`src/rtl/mode_summary_pkg.sv`:
```
package mode_summary_pkg;
  localparam int SIZE_W = 2;

  typedef enum logic [2:0] {
    SEL_EXT     = 3'd0,
    SEL_CR0     = 3'd1,
    SEL_CS      = 3'd2,
    SEL_SS      = 3'd3,
    SEL_FLAGS   = 3'd4,
    SEL_SUMMARY = 3'd5
  } src_sel_e;

  typedef enum logic {
    MODE_LEGACY = 1'b0,
    MODE_LONG   = 1'b1
  } mode_e;

  typedef enum logic [2:0] {
    SUB_REAL   = 3'd0,
    SUB_PROT   = 3'd1,
    SUB_V86    = 3'd2,
    SUB_COMPAT = 3'd3,
    SUB_B64    = 3'd4
  } submode_e;

  typedef struct packed {
    logic       lma;
    logic       pg;
    logic       pe;
    logic       vm;
    logic       cs_long;
    logic       cs_dsz;
    logic [1:0] cs_dpl;
    logic       ss_dsz;
  } src_t;

  typedef struct packed {
    logic [SIZE_W-1:0] stack;
    logic [SIZE_W-1:0] alt_addr;
    logic [SIZE_W-1:0] def_addr;
    logic [SIZE_W-1:0] alt_op;
    logic [SIZE_W-1:0] def_op;
    logic              prot;
    logic              paging;
    logic [1:0]        cpl;
    submode_e          submode;
    mode_e             mode;
  } summary_t;

  localparam int SRC_W     = $bits(src_t);
  localparam int SUMMARY_W = $bits(summary_t);
endpackage

```
`src/rtl/mode_src_regs.sv`:
```
module mode_src_regs
  import mode_summary_pkg::*;
#(
  parameter int DATA_W      = 32,
  parameter int LMA_BIT     = 10,
  parameter int PE_BIT      = 0,
  parameter int PG_BIT      = 31,
  parameter int DPL_LSB     = 0,
  parameter int CS_DSZ_BIT  = 2,
  parameter int CS_LONG_BIT = 3,
  parameter int SS_DSZ_BIT  = 2,
  parameter int VM_BIT      = 17
) (
  input  logic              clk_i,
  input  logic              rst_ni,
  input  logic              wr_en_i,
  input  logic [2:0]        wr_sel_i,
  input  logic [DATA_W-1:0] wr_data_i,
  input  logic              restore_i,
  input  src_t              snap_i,
  output src_t              src_nxt_o,
  output logic              upd_o
);
  src_t src_q, src_d;
  logic upd;
  logic unused_data;

  assign unused_data = ^wr_data_i;

  always_comb begin
    src_d = src_q;
    upd   = 1'b0;
    if (restore_i) begin
      src_d = snap_i;
      upd   = 1'b1;
    end else if (wr_en_i) begin
      case (wr_sel_i)
        SEL_EXT: begin
          src_d.lma = wr_data_i[LMA_BIT];
          upd       = 1'b1;
        end
        SEL_CR0: begin
          src_d.pe = wr_data_i[PE_BIT];
          src_d.pg = wr_data_i[PG_BIT];
          upd      = 1'b1;
        end
        SEL_CS: begin
          src_d.cs_dpl  = wr_data_i[DPL_LSB +: 2];
          src_d.cs_dsz  = wr_data_i[CS_DSZ_BIT];
          src_d.cs_long = wr_data_i[CS_LONG_BIT];
          upd           = 1'b1;
        end
        SEL_SS: begin
          src_d.ss_dsz = wr_data_i[SS_DSZ_BIT];
          upd          = 1'b1;
        end
        SEL_FLAGS: begin
          src_d.vm = wr_data_i[VM_BIT];
          upd      = 1'b1;
        end
        SEL_SUMMARY: upd = 1'b1;  // data discarded
        default: ;
      endcase
    end
  end

  always_ff @(posedge clk_i or negedge rst_ni) begin
    if (!rst_ni) src_q <= '0;
    else         src_q <= src_d;
  end

  assign src_nxt_o = src_d;
  assign upd_o     = upd;
endmodule

```
`src/rtl/mode_decode.sv`:
```
module mode_decode
  import mode_summary_pkg::*;
(
  input  src_t     src_i,
  output summary_t sum_o
);
  logic is64;

  always_comb begin
    sum_o = '0;
    if (src_i.lma) begin
      sum_o.mode    = MODE_LONG;
      sum_o.submode = src_i.cs_long ? SUB_B64 : SUB_COMPAT;
    end else begin
      sum_o.mode    = MODE_LEGACY;
      sum_o.submode = !src_i.pe ? SUB_REAL : (src_i.vm ? SUB_V86 : SUB_PROT);
    end
    is64          = (sum_o.submode == SUB_B64);
    sum_o.cpl     = src_i.cs_dpl;
    sum_o.paging  = src_i.pg;
    sum_o.prot    = src_i.pe;

    if (is64 || src_i.cs_dsz) begin
      sum_o.def_op = 2'd2;
      sum_o.alt_op = 2'd1;
    end else begin
      sum_o.def_op = 2'd1;
      sum_o.alt_op = 2'd2;
    end

    if (is64) begin
      sum_o.def_addr = 2'd3;
      sum_o.alt_addr = 2'd2;
    end else if (src_i.cs_dsz) begin
      sum_o.def_addr = 2'd2;
      sum_o.alt_addr = 2'd1;
    end else begin
      sum_o.def_addr = 2'd1;
      sum_o.alt_addr = 2'd2;
    end

    if (is64)              sum_o.stack = 2'd3;
    else if (src_i.ss_dsz) sum_o.stack = 2'd2;
    else                   sum_o.stack = 2'd1;
  end
endmodule

```
`src/rtl/mode_summary_reg.sv`:
```
module mode_summary_reg
  import mode_summary_pkg::*;
(
  input  logic     clk_i,
  input  logic     rst_ni,
  input  logic     load_i,
  input  summary_t sum_i,
  output summary_t sum_o,
  output logic     valid_o
);
  summary_t sum_q;
  logic     valid_q;

  always_ff @(posedge clk_i or negedge rst_ni) begin
    if (!rst_ni) begin
      sum_q   <= '0;
      valid_q <= 1'b0;
    end else begin
      valid_q <= load_i;
      if (load_i) sum_q <= sum_i;
    end
  end

  assign sum_o   = sum_q;
  assign valid_o = valid_q;
endmodule

```
`src/rtl/mode_summary_unit.sv`:
```
module mode_summary_unit
  import mode_summary_pkg::*;
#(
  parameter int DATA_W = 32
) (
  input  logic                 clk_i,
  input  logic                 rst_ni,
  input  logic                 wr_en_i,
  input  logic [2:0]           wr_sel_i,
  input  logic [DATA_W-1:0]    wr_data_i,
  input  logic                 refresh_i,
  input  logic                 restore_i,
  input  logic [SRC_W-1:0]     snap_i,
  output logic [SUMMARY_W-1:0] word_o,
  output logic                 valid_o,
  output logic                 mode_o,
  output logic [2:0]           submode_o,
  output logic [1:0]           cpl_o,
  output logic                 paging_o,
  output logic                 prot_o,
  output logic [SIZE_W-1:0]    def_op_o,
  output logic [SIZE_W-1:0]    alt_op_o,
  output logic [SIZE_W-1:0]    def_addr_o,
  output logic [SIZE_W-1:0]    alt_addr_o,
  output logic [SIZE_W-1:0]    stack_o
);
  src_t     src_nxt;
  logic     src_upd;
  summary_t sum_d, sum_q;

  mode_src_regs #(.DATA_W(DATA_W)) i_src (
    .clk_i    (clk_i),
    .rst_ni   (rst_ni),
    .wr_en_i  (wr_en_i),
    .wr_sel_i (wr_sel_i),
    .wr_data_i(wr_data_i),
    .restore_i(restore_i),
    .snap_i   (src_t'(snap_i)),
    .src_nxt_o(src_nxt),
    .upd_o    (src_upd)
  );

  // decode from next-state sources so a write is seen in its own update
  mode_decode i_dec (
    .src_i(src_nxt),
    .sum_o(sum_d)
  );

  mode_summary_reg i_sum (
    .clk_i  (clk_i),
    .rst_ni (rst_ni),
    .load_i (src_upd | refresh_i),
    .sum_i  (sum_d),
    .sum_o  (sum_q),
    .valid_o(valid_o)
  );

  assign word_o     = sum_q;
  assign mode_o     = sum_q.mode;
  assign submode_o  = sum_q.submode;
  assign cpl_o      = sum_q.cpl;
  assign paging_o   = sum_q.paging;
  assign prot_o     = sum_q.prot;
  assign def_op_o   = sum_q.def_op;
  assign alt_op_o   = sum_q.alt_op;
  assign def_addr_o = sum_q.def_addr;
  assign alt_addr_o = sum_q.alt_addr;
  assign stack_o    = sum_q.stack;
endmodule

```
`config.mk`:
```
export PLATFORM = sky130hd
export DESIGN_NAME = mode_summary_unit
export DESIGN_NICKNAME = d
export VERILOG_FILES = /design/src/rtl/mode_summary_pkg.sv /design/src/rtl/mode_src_regs.sv /design/src/rtl/mode_decode.sv /design/src/rtl/mode_summary_reg.sv /design/src/rtl/mode_summary_unit.sv
export SDC_FILE = /design/constraint.sdc
export NUM_CORES = 1
export LEC_CHECK = 0
export CORE_MARGIN = 2
export CORE_UTILIZATION = 30
export CTS_CLUSTER_SIZE = 16
export DETAILED_ROUTE_END_ITERATION = 7
export DONT_BUFFER_PORTS = 1
export GPL_TIMING_DRIVEN = 0
export PLACE_DENSITY = 0.53
export SKIP_LAST_GASP = 1
export SLEW_MARGIN = 20
export SYNTH_ARGS = -nofsm -noshare
export SYNTH_HDL_FRONTEND = slang
export SYNTH_HIERARCHICAL = 1
export SYNTH_SLANG_ARGS = --single-unit
```
`constraint.sdc`:
```
create_clock -name clk_i -period 2.96 [get_ports clk_i]
set_input_delay 0 -clock clk_i [delete_from_list [all_inputs] [get_ports clk_i]]
set_output_delay 0 -clock clk_i [all_outputs]
set_load 0.03 [all_outputs]
```
Word level (Yosys, flattened, before mapping)
Cells that the tools add are included.
{"block": "totals", "register_bits": 28, "inputBits": 49, "output_inout_bits": 37}
{"block": "op_classes", "n_eq_ne": 6, "muxes": 19, "bitwise_logic": 1, "reduce_logical": 3}
{"cell": "$mux 4", "count": 5}
{"cell": "$mux 9", "count": 2}
{"cell": "$eq 3x3->1 const B", "count": 3}
{"cell": "$mux 2", "count": 4}
{"cell": "$eq 3x2->1 const B", "count": 2}
{"cell": "$mux 1", "count": 6}
{"cell": "$mux 3", "count": 2}
{"cell": "$reduce_or 6->1", "count": 1}
{"cell": "$eq 3x1->1 const B", "count": 1}
{"cell": "$logic_not 3->1", "count": 1}
{"cell": "$logic_or 1x1->1", "count": 1}
{"cell": "$or 1x1->1", "count": 1}

Depth between registers and ports, before layout
Gate-level depths: netlist of the first run.
{"block": "logic_depth", "ltp_word": 10, "ltp_mapped": 8, "mapped_depth_nobuf": 6}

By module
Netlist of the first run, hierarchy kept.
{"mod": "mode_summary_reg", "instances": 1, "cells_per_inst": 39, "area_per_inst_um2": 747.0, "seq_area_each_um2": 475.5}
{"mod": "mode_src_regs", "instances": 1, "cells_per_inst": 44, "area_per_inst_um2": 480.5, "seq_area_each_um2": 225.2}
{"mod": "mode_summary_unit", "instances": 1, "cells_per_inst": 19, "area_per_inst_um2": 141.4, "seq_area_each_um2": 0.0}
{"mod": "mode_decode", "instances": 1, "cells_per_inst": 22, "area_per_inst_um2": 140.1, "seq_area_each_um2": 0.0}

Worst setup path before layout of the first run
No wires, ideal clock.
{"block": "synth_timing", "path_type": "input-to-reg", "startpoint": "input port wr_sel_i[2]", "endpoint": "register, netlist name i_sum/sum_o[13]", "arrival_ps": 1450, "required_ps": 2835, "path_slack_ps": 1385, "path_stages": 7, "path_cell_list": "nor4b_1 mux2i_1 o21ai_0 a21oi_1 inv_1 buf_4 mux2_2"}
{"element": "start: declaration", "line": "mode_summary_unit.sv:9", "rtl": "input logic [2:0] wr_sel_i,"}

==> results.md, run 1 <==
- Average vias per placed instance: 4.28
- Cell family with most CP delay: compound AO/OA/AOI/OAI gates
- Part of the cycle the worst path needs: 59.0%
- Vertical die dimension: 74.9 um
- Biggest area consumer among synthesized cells: sky130_fd_sc_hd__dfrtp_1
- Placer congestion estimate: 0.665
- Initial antenna violation count: 0
- Part of the Yosys area used for sequential elements: 46.4%
- Number of max-cap violations: 0
- Number of top-level pins: 86
- Placed insts: 191
- Final total negative setup slack: 0 ns
- Global-route wire length before repair: 4.63 mm
- Top fanout value on the critical path: 6
- Horiz. Die Dim: 74.9 um
- Xor/xnor share of the synthesized area: 0%
- Cell count after synthesis: 124
- Starting Density: 31.5%
- M1 wire length: 1.23 mm
- Outcome: complete, no violations
- Top-count cell post-synth: sky130_fd_sc_hd__dfrtp_1
- Post-synthesis area per instance: 12.2 sq um
- Uppermost signal routing layer after detailed routing: met4
- Share of cells above drive strength 1: 42.9%
- Number of endpoints failing setup at the final stage: 0
- Placeable core region: 4790 sq um
- Total vias in the final route: 885
- Netlist cell types: 25
- Antenna Diode Count: 0
- Initial detailed-routing violation count: 11
- Die area: 5610 sq um
- Worst endpoint required time: 3.13 ns
- Worst supply voltage drop on vdd: 0.451 mV
- Most frequent cells after synthesis: sky130_fd_sc_hd__dfrtp_1 (28), sky130_fd_sc_hd__buf_4 (27), sky130_fd_sc_hd__mux2_2 (11)
- Post-place instance area: 1590 sq um
- Total Routing Usage GR: 11.1%
- Share of total power in combinational logic: 24.9%
- Number of synthesized flops with an enable pin: 0
- Relative slew margins: 52.7%
- CP startpoint kind: flip-flop
- Number of buffers on the longest clock path: 2
- Cell area power density: 619 nW/um^2
- Clock insertion delay at the later pin of the skew report: 0.27 ns
- Power share of the clock group: 27.0%
- Final std cell area, no fill: 1790 sq um
- CTS tree: yes
- TritonCTS buffer count: 3
- Buffers on Ports: 0
- Post-layout min period: 1.75 ns
- Crit. End Element: flip-flop
- Final wirelength: 3.02 mm
- Syn_nets: 173
- Final HPWL from detailed placement: 2.32 mm
- Max-slew violations: 0
- Hold Fails Final Rpt: 0
- Setup Skew: 0.00409 ns
- Crit Path Class: reg2reg
- Overflow after GRT: 0
- Leak Pwr: 0.830 nW
- Largest stage delay, worst path: 0.58 ns
- Biggest area contributors in the synthesized netlist: sky130_fd_sc_hd__dfrtp_1 (46%), sky130_fd_sc_hd__buf_4 (13%), sky130_fd_sc_hd__mux2_4 (10%)
- Worst Path Arrival: 1.91 ns
- Largest net degree at the start of global routing: 29
- Number of global-route vias before repair: 933
- Sw frac: 33.0%
- Resize count post-CTS: 0
- Combinational family with the most area after synthesis: multiplexers
- Multiplexer share of the synthesized area: 23.5%
- Fillers: 479
- Reg clk slew, reported paths: 0.10 ns
- Number of storage elements in the synthesis netlist: 28
- Fraction of the mapped netlist area in compound gates: 3.81%
- Cell-internal power: 0.000745 W
- Share of synthesized cell area in and, or, nand and nor gates: 9.12%
- Clk sinks: 28
- Layout Area Growth over Synthesis: 18.9%
- Slowest stage cell, crit path: sky130_fd_sc_hd__o21ai_0
- Root buffer cell: sky130_fd_sc_hd__clkbuf_8
- Number of synthesis warnings: 6
- Detailed route wirelength on metal3: 261 um
- Amount of wire on met2 after detailed routing: 1.51 mm
- Proportion of netlist area held by the largest area contributor: 46.4%
- Switching power of the nets: 0.000366 W
- Cell chain of the critical path: mux2i_1 -> o21ai_0 -> a21oi_1 -> buf_4 -> mux2_2
- Share of async-settable or async-resettable flops after synthesis: 100%
- Worst-margin pin slew: 0.702 ns
- Adder-cell share of the synthesized area: 0%
- Post-Syn Area: 1510 sq um
- Part of the total power dissipated in sequential elements: 48.1%
- Wire per inst: 14.6 um
- RSZ-0062 raised after global routing: false
- Total buffers and inverters traversed by the critical path: 1
- Count of TritonRoute iterations in the first routing pass: 2
- DRC violations left: 0
- Hold crit path type: in2reg
- Maximum level of the CTS H-tree: 1
- FP Rows: 25
- Peak clock frequency supported by timing: 573 MHz
- Number of nets in the layout: 190
- Post-DRT Antenna Nets: 0
- Non-filler instance count after layout: 207
- Synth Flop Type: sky130_fd_sc_hd__dfrtp_1
- Post-route total power: 0.00111 W
## worst paths after layout
| path | from | depth (start not counted) | to | slack (ns) |
|---|---|---|---|---|
| min | wr_data_i[0] | 2 | i_src/src_q[1] | 0.01 |
| max in group asynchronous | rst_ni | 2 | i_src/src_q[7] | 2.66 |
| max | i_src/src_q[8] | 5 | i_sum/sum_o[11] | 1.21 |
| min reg2reg | i_src/src_q[0] | 2 | i_src/src_q[0] | 0.64 |
| min in group asynchronous | rst_ni | 2 | i_sum/sum_o[9] | 0.15 |
| max reg2reg | i_src/src_q[8] | 5 | i_sum/sum_o[11] | 1.21 |
## registers in the layout, indices dropped and copies added (netlist names)
| name | flops |
|---|---|
| i_src/src_q | 9 |
| i_sum/valid_o | 1 |
| i_sum/sum_o | 18 |
## metal layers
metal	vias to the layer above	global-route usage, %
li1	421	-
met1	426	13.2
met2	36	18.7
met4	0	1.79
met3	2	5.49
met5	-	0
## layout by cell type, fill, tap and decap left out
cell / count
sky130_fd_sc_hd__dfrtp_1: 28
sky130_fd_sc_hd__buf_4: 27
sky130_fd_sc_hd__dlygate4sd3_1: 11
sky130_fd_sc_hd__mux2_2: 11
sky130_fd_sc_hd__nand2_1: 10
sky130_fd_sc_hd__mux2_4: 10
sky130_fd_sc_hd__mux2i_1: 7
sky130_fd_sc_hd__o21ai_0: 7
sky130_fd_sc_hd__clkbuf_8: 3
sky130_fd_sc_hd__inv_1: 3
sky130_fd_sc_hd__buf_12: 2
sky130_fd_sc_hd__nand2b_1: 2
sky130_fd_sc_hd__o21ai_1: 2
sky130_fd_sc_hd__clkbuf_1: 2
sky130_fd_sc_hd__and4bb_2: 2
sky130_fd_sc_hd__or2_1: 1
sky130_fd_sc_hd__bufinv_16: 1
sky130_fd_sc_hd__nand2_2: 1
sky130_fd_sc_hd__nand2b_4: 1
sky130_fd_sc_hd__a21oi_1: 1
sky130_fd_sc_hd__and2_1: 1
sky130_fd_sc_hd__and4bb_1: 1
sky130_fd_sc_hd__mux2_1: 1
sky130_fd_sc_hd__clkbuf_2: 1
sky130_fd_sc_hd__nand4b_1: 1
sky130_fd_sc_hd__a21o_1: 1
sky130_fd_sc_hd__nor4b_1: 1
sky130_fd_sc_hd__buf_6: 1
## logic make-up after synthesis
family          count (synthesis)
mux                            29
compound gates                 11
buf+inv                        35
simple gates                   21
flops                          28
## final cells by class
type | instances | area [sq um] | area share, %
clock buffer | 3 | 41.3 | 2.30
multi-input combinational | 61 | 551 | 30.7
clock inverter | 1 | 30.0 | 1.67
tap | 67 | 83.8 | 4.67
inverter | 3 | 11.3 | 0.628
buffer | 32 | 246 | 13.7
timing repair buffer | 12 | 130 | 7.25
sequential | 28 | 701 | 39.1
## stage by stage
| stage | setup WS [ns] | hold slack [ns] | util [%] |
|---|---|---|---|
| 4_1_cts | 1.19 | 0.00384 | 37.5 |
| 3_3_place_gp | 1.05 | -0.295 | 33.3 |
| 5_1_grt | 1.13 | 0.0278 | 37.5 |
| 3_5_place_dp | 0.982 | -0.295 | 33.3 |
| 6_report | 1.21 | 0.0114 | 37.5 |
| 2_1_floorplan | 1.39 | -0.296 | - |
## power groups by stage
stage	combinational [W]	sequential (W)	clock, W
finish	0.000277	0.000535	0.000300
floorplan	0.000237	0.000533	0
CTS	0.000282	0.000538	0.000313
detailed placement	0.000258	0.000545	0
global route	0.000298	0.000544	0.000330
global placement	0.000255	0.000544	0
## timing repair
action | in CTS | in global routing
hold endpoints to repair | 36 | 0
buffers inserted | 0 | 0
hold buffers | 12 | 0
(Power assumes the default switching activity.)
==> run 2, diff against run 1 <==
- ABC_AREA: unset -> 1
- PLACE_DENSITY: 0.53 -> 0.54
- clock period: 2.96 -> 1.4 ns (I/O delays scaled with it)
==> results.md, run 2 <==
- Relative slew margins: 75.5%
- Die area: 5990 sq um
- Total vias in the final route: 1207
- Cell area power density: 1230 nW/um^2
- Part of the Yosys area used for sequential elements: 43.4%
- Reg clk slew, reported paths: 0.09 ns
- Number of synthesis warnings: 6
- Number of endpoints failing setup at the final stage: 0
- Average vias per placed instance: 4.04
- Placed insts: 281
- Logic depth of the worst register-to-register path: 5
- DRC violations left: 0
- Sw frac: 35.4%
- Crit. path cell count: 5
- Hold Fails Final Rpt: 0
- Part of the total power dissipated in sequential elements: 47.7%
- FP Rows: 26
- Outcome: complete, no violations
- Final wirelength: 3.19 mm
- Number of top-level pins: 86
- Number of synthesized flops with an enable pin: 0
- Worst slack at placement: 0.113 ns
- Share of total power in combinational logic: 25.3%
- Most common cell on crit path: sky130_fd_sc_hd__nand2_1
- Global-route wire length before repair: 5.60 mm
- Netlist cell types: 17
- Hold path cells: 3
- Max-slew violations: 0
- RSZ-0062 raised after global routing: false
- Largest net degree at the start of global routing: 29
- Top fanout value on the critical path: 2
- Clock insertion delay at the later pin of the skew report: 0.28 ns
- Switching power of the nets: 0.000838 W
- Initial detailed-routing violation count: 21
- Biggest area contributors in the synthesized netlist: sky130_fd_sc_hd__dfrtp_1 (43%), sky130_fd_sc_hd__nand2_1 (20%), sky130_fd_sc_hd__buf_4 (13%)
- Cell chain of the critical path: inv_1 -> nand2_1 -> nand3_1 -> nand2_1 -> dlygate4sd3_1
- Syn_nets: 260
- Worst supply voltage drop on vdd: 0.474 mV
- Total buffers and inverters traversed by the critical path: 2
- Crit Path Class: reg2reg
- Number of flip-flops under the largest register name: 18
- Peak clock frequency supported by timing: 790 MHz
- Most frequent cells in the layout: sky130_fd_sc_hd__nand2_1 (86), sky130_fd_sc_hd__buf_4 (28), sky130_fd_sc_hd__dfrtp_1 (28)
- Biggest area consumer among synthesized cells: sky130_fd_sc_hd__dfrtp_1
- Most frequent cells after synthesis: sky130_fd_sc_hd__nand2_1 (87), sky130_fd_sc_hd__buf_4 (28), sky130_fd_sc_hd__dfrtp_1 (28)
- Cell count after synthesis: 211
- Worst endpoint required time: 1.56 ns
- Count of TritonRoute iterations in the first routing pass: 4
- Maximum level of the CTS H-tree: 1
- Non-filler instance count after layout: 299
- Number of global-route vias before repair: 1235
- Origin of the worst setup path: i_src/src_q[7]
- Hold crit path type: in2reg
- Wire per inst: 10.7 um
- CP startpoint kind: flip-flop
- Post-synthesis area per instance: 7.66 sq um
- Horiz. Die Dim: 77.4 um
- Placeable core region: 5140 sq um
- Commonest non-fill, non-tap cell in the layout: sky130_fd_sc_hd__nand2_1
- Cell family with most CP delay: buffers and inverters
- TritonCTS buffer count: 3
- Slowest stage cell, crit path: sky130_fd_sc_hd__dlygate4sd3_1
- Crit path setup slack, layout: 0.135 ns
- Clk sinks: 28
- Number of buffers on the longest clock path: 2
- Multi-input combinational cell area: 546 sq um
- Starting Density: 31.4%
- Share of async-settable or async-resettable flops after synthesis: 100%
- Worst flop-to-flop path startpoint: i_src/src_q[7]
- Initial antenna violation count: 0
- Total Routing Usage GR: 11.8%
- Sequential cell area: 701 sq um
- Post-layout min period: 1.27 ns
- Number of storage elements in the synthesis netlist: 28
- Vertical die dimension: 77.4 um
- Number of nets in the layout: 279
- Largest stage delay, worst path: 0.55 ns
- Part of the cycle the worst path needs: 90.4%
- Top-count cell post-synth: sky130_fd_sc_hd__nand2_1
- Layout Area Growth over Synthesis: 19.3%
- Placer congestion estimate: 0.856
- CTS tree: yes
- Antenna Diode Count: 0
- Worst Path Arrival: 1.43 ns
- Synth Flop Type: sky130_fd_sc_hd__dfrtp_1
- Power share of the clock group: 27.0%
- Crit. End Element: flip-flop
- Hold Crit Start: wr_data_i[1]
- Root buffer cell: sky130_fd_sc_hd__clkbuf_8
- Overflow after GRT: 0
- Leak Pwr: 1.07 nW
- Post-DRT Antenna Nets: 0
- Proportion of netlist area held by the largest area contributor: 43.4%
- Worst-margin pin slew: 0.368 ns
- Final total negative setup slack: 0 ns
- Post-Syn Area: 1620 sq um
- Hold slack final: 0.0158 ns
- Share of cells above drive strength 1: 24.5%
- Fillers: 581
- Number of max-cap violations: 0
- Final HPWL from detailed placement: 2.32 mm
- Buffers on Ports: 0
- Cell-internal power: 0.00153 W
- Setup Skew: 0.00815 ns
- Utilization of the core after routing: 37.5%
[run 2: worst reg2reg max path: stages, from the launching register on]
cell and delay, ns:
sky130_fd_sc_hd__dfrtp_1 0.38, sky130_fd_sc_hd__inv_1 0.06, sky130_fd_sc_hd__nand2_1 0.05, sky130_fd_sc_hd__nand3_1 0.06, sky130_fd_sc_hd__nand2_1 0.07, sky130_fd_sc_hd__dlygate4sd3_1 0.55
[run 2: final cells by class]
| cell class | count | share of cell area [%] |
|---|---|---|
| clock buffer | 3 | 2.14 |
| multi-input combinational | 123 | 28.3 |
| inverter | 29 | 6.75 |
| buffer | 31 | 12.5 |
| tap | 70 | 4.55 |
| sequential | 28 | 36.4 |
| clock inverter | 1 | 1.56 |
| timing repair buffer | 14 | 7.79 |
[run 2: stage by stage]
stage / cell area [sq um] / power, W
after floorplan: 1620 / 0.00163
after global routing: 1930 / 0.00251
after CTS: 1920 / 0.00242
after global placement: 1700 / 0.00170
final: 1930 / 0.00237
after detailed placement: 1700 / 0.00170
[run 2: kinds of logic (layout without fill, tap and decap cells)]
group,count (synthesis),in the layout,synth area share [%]
compound gates,1,1,0.310
buf+inv,60,78,23.0
flops,28,28,43.4
simple gates,122,122,33.3
[run 2: worst paths after layout]
check / endpoint / slack, ns
min: i_src/src_q[2] / 0.02
max in group asynchronous: i_sum/sum_o[1] / 1.09
min reg2reg: i_src/src_q[1] / 0.59
max: i_src/src_q[7] / 0.13
max reg2reg: i_src/src_q[7] / 0.13
min in group asynchronous: i_sum/sum_o[4] / 0.15
[run 2: metal layers]
metal  vias up  GRT usage [%]  share of wire [%]
li1        636              -                  -
met1       532           15.9                 47
met2        35           19.1                 46
met3         4           1.51                5.2
met4         0           4.82                1.7
met5         -              0                  0
[run 2: repair_timing]
item                       CTS  global route
gates resized for setup      0             1
hold endpoints to repair    38             0
hold buffers                14             0
setup endpoints to repair    0             3
setup buffers                0             0
[run 2: power groups by stage]
stage / Clock (W) / Sequential [W] / Combinational (W)
floorplan: 0 / 0.00113 / 0.000504
global placement: 0 / 0.00115 / 0.000548
detailed placement: 0 / 0.00115 / 0.000551
CTS: 0.000679 / 0.00113 / 0.000606
global route: 0.000702 / 0.00115 / 0.000662
finish: 0.000641 / 0.00113 / 0.000599
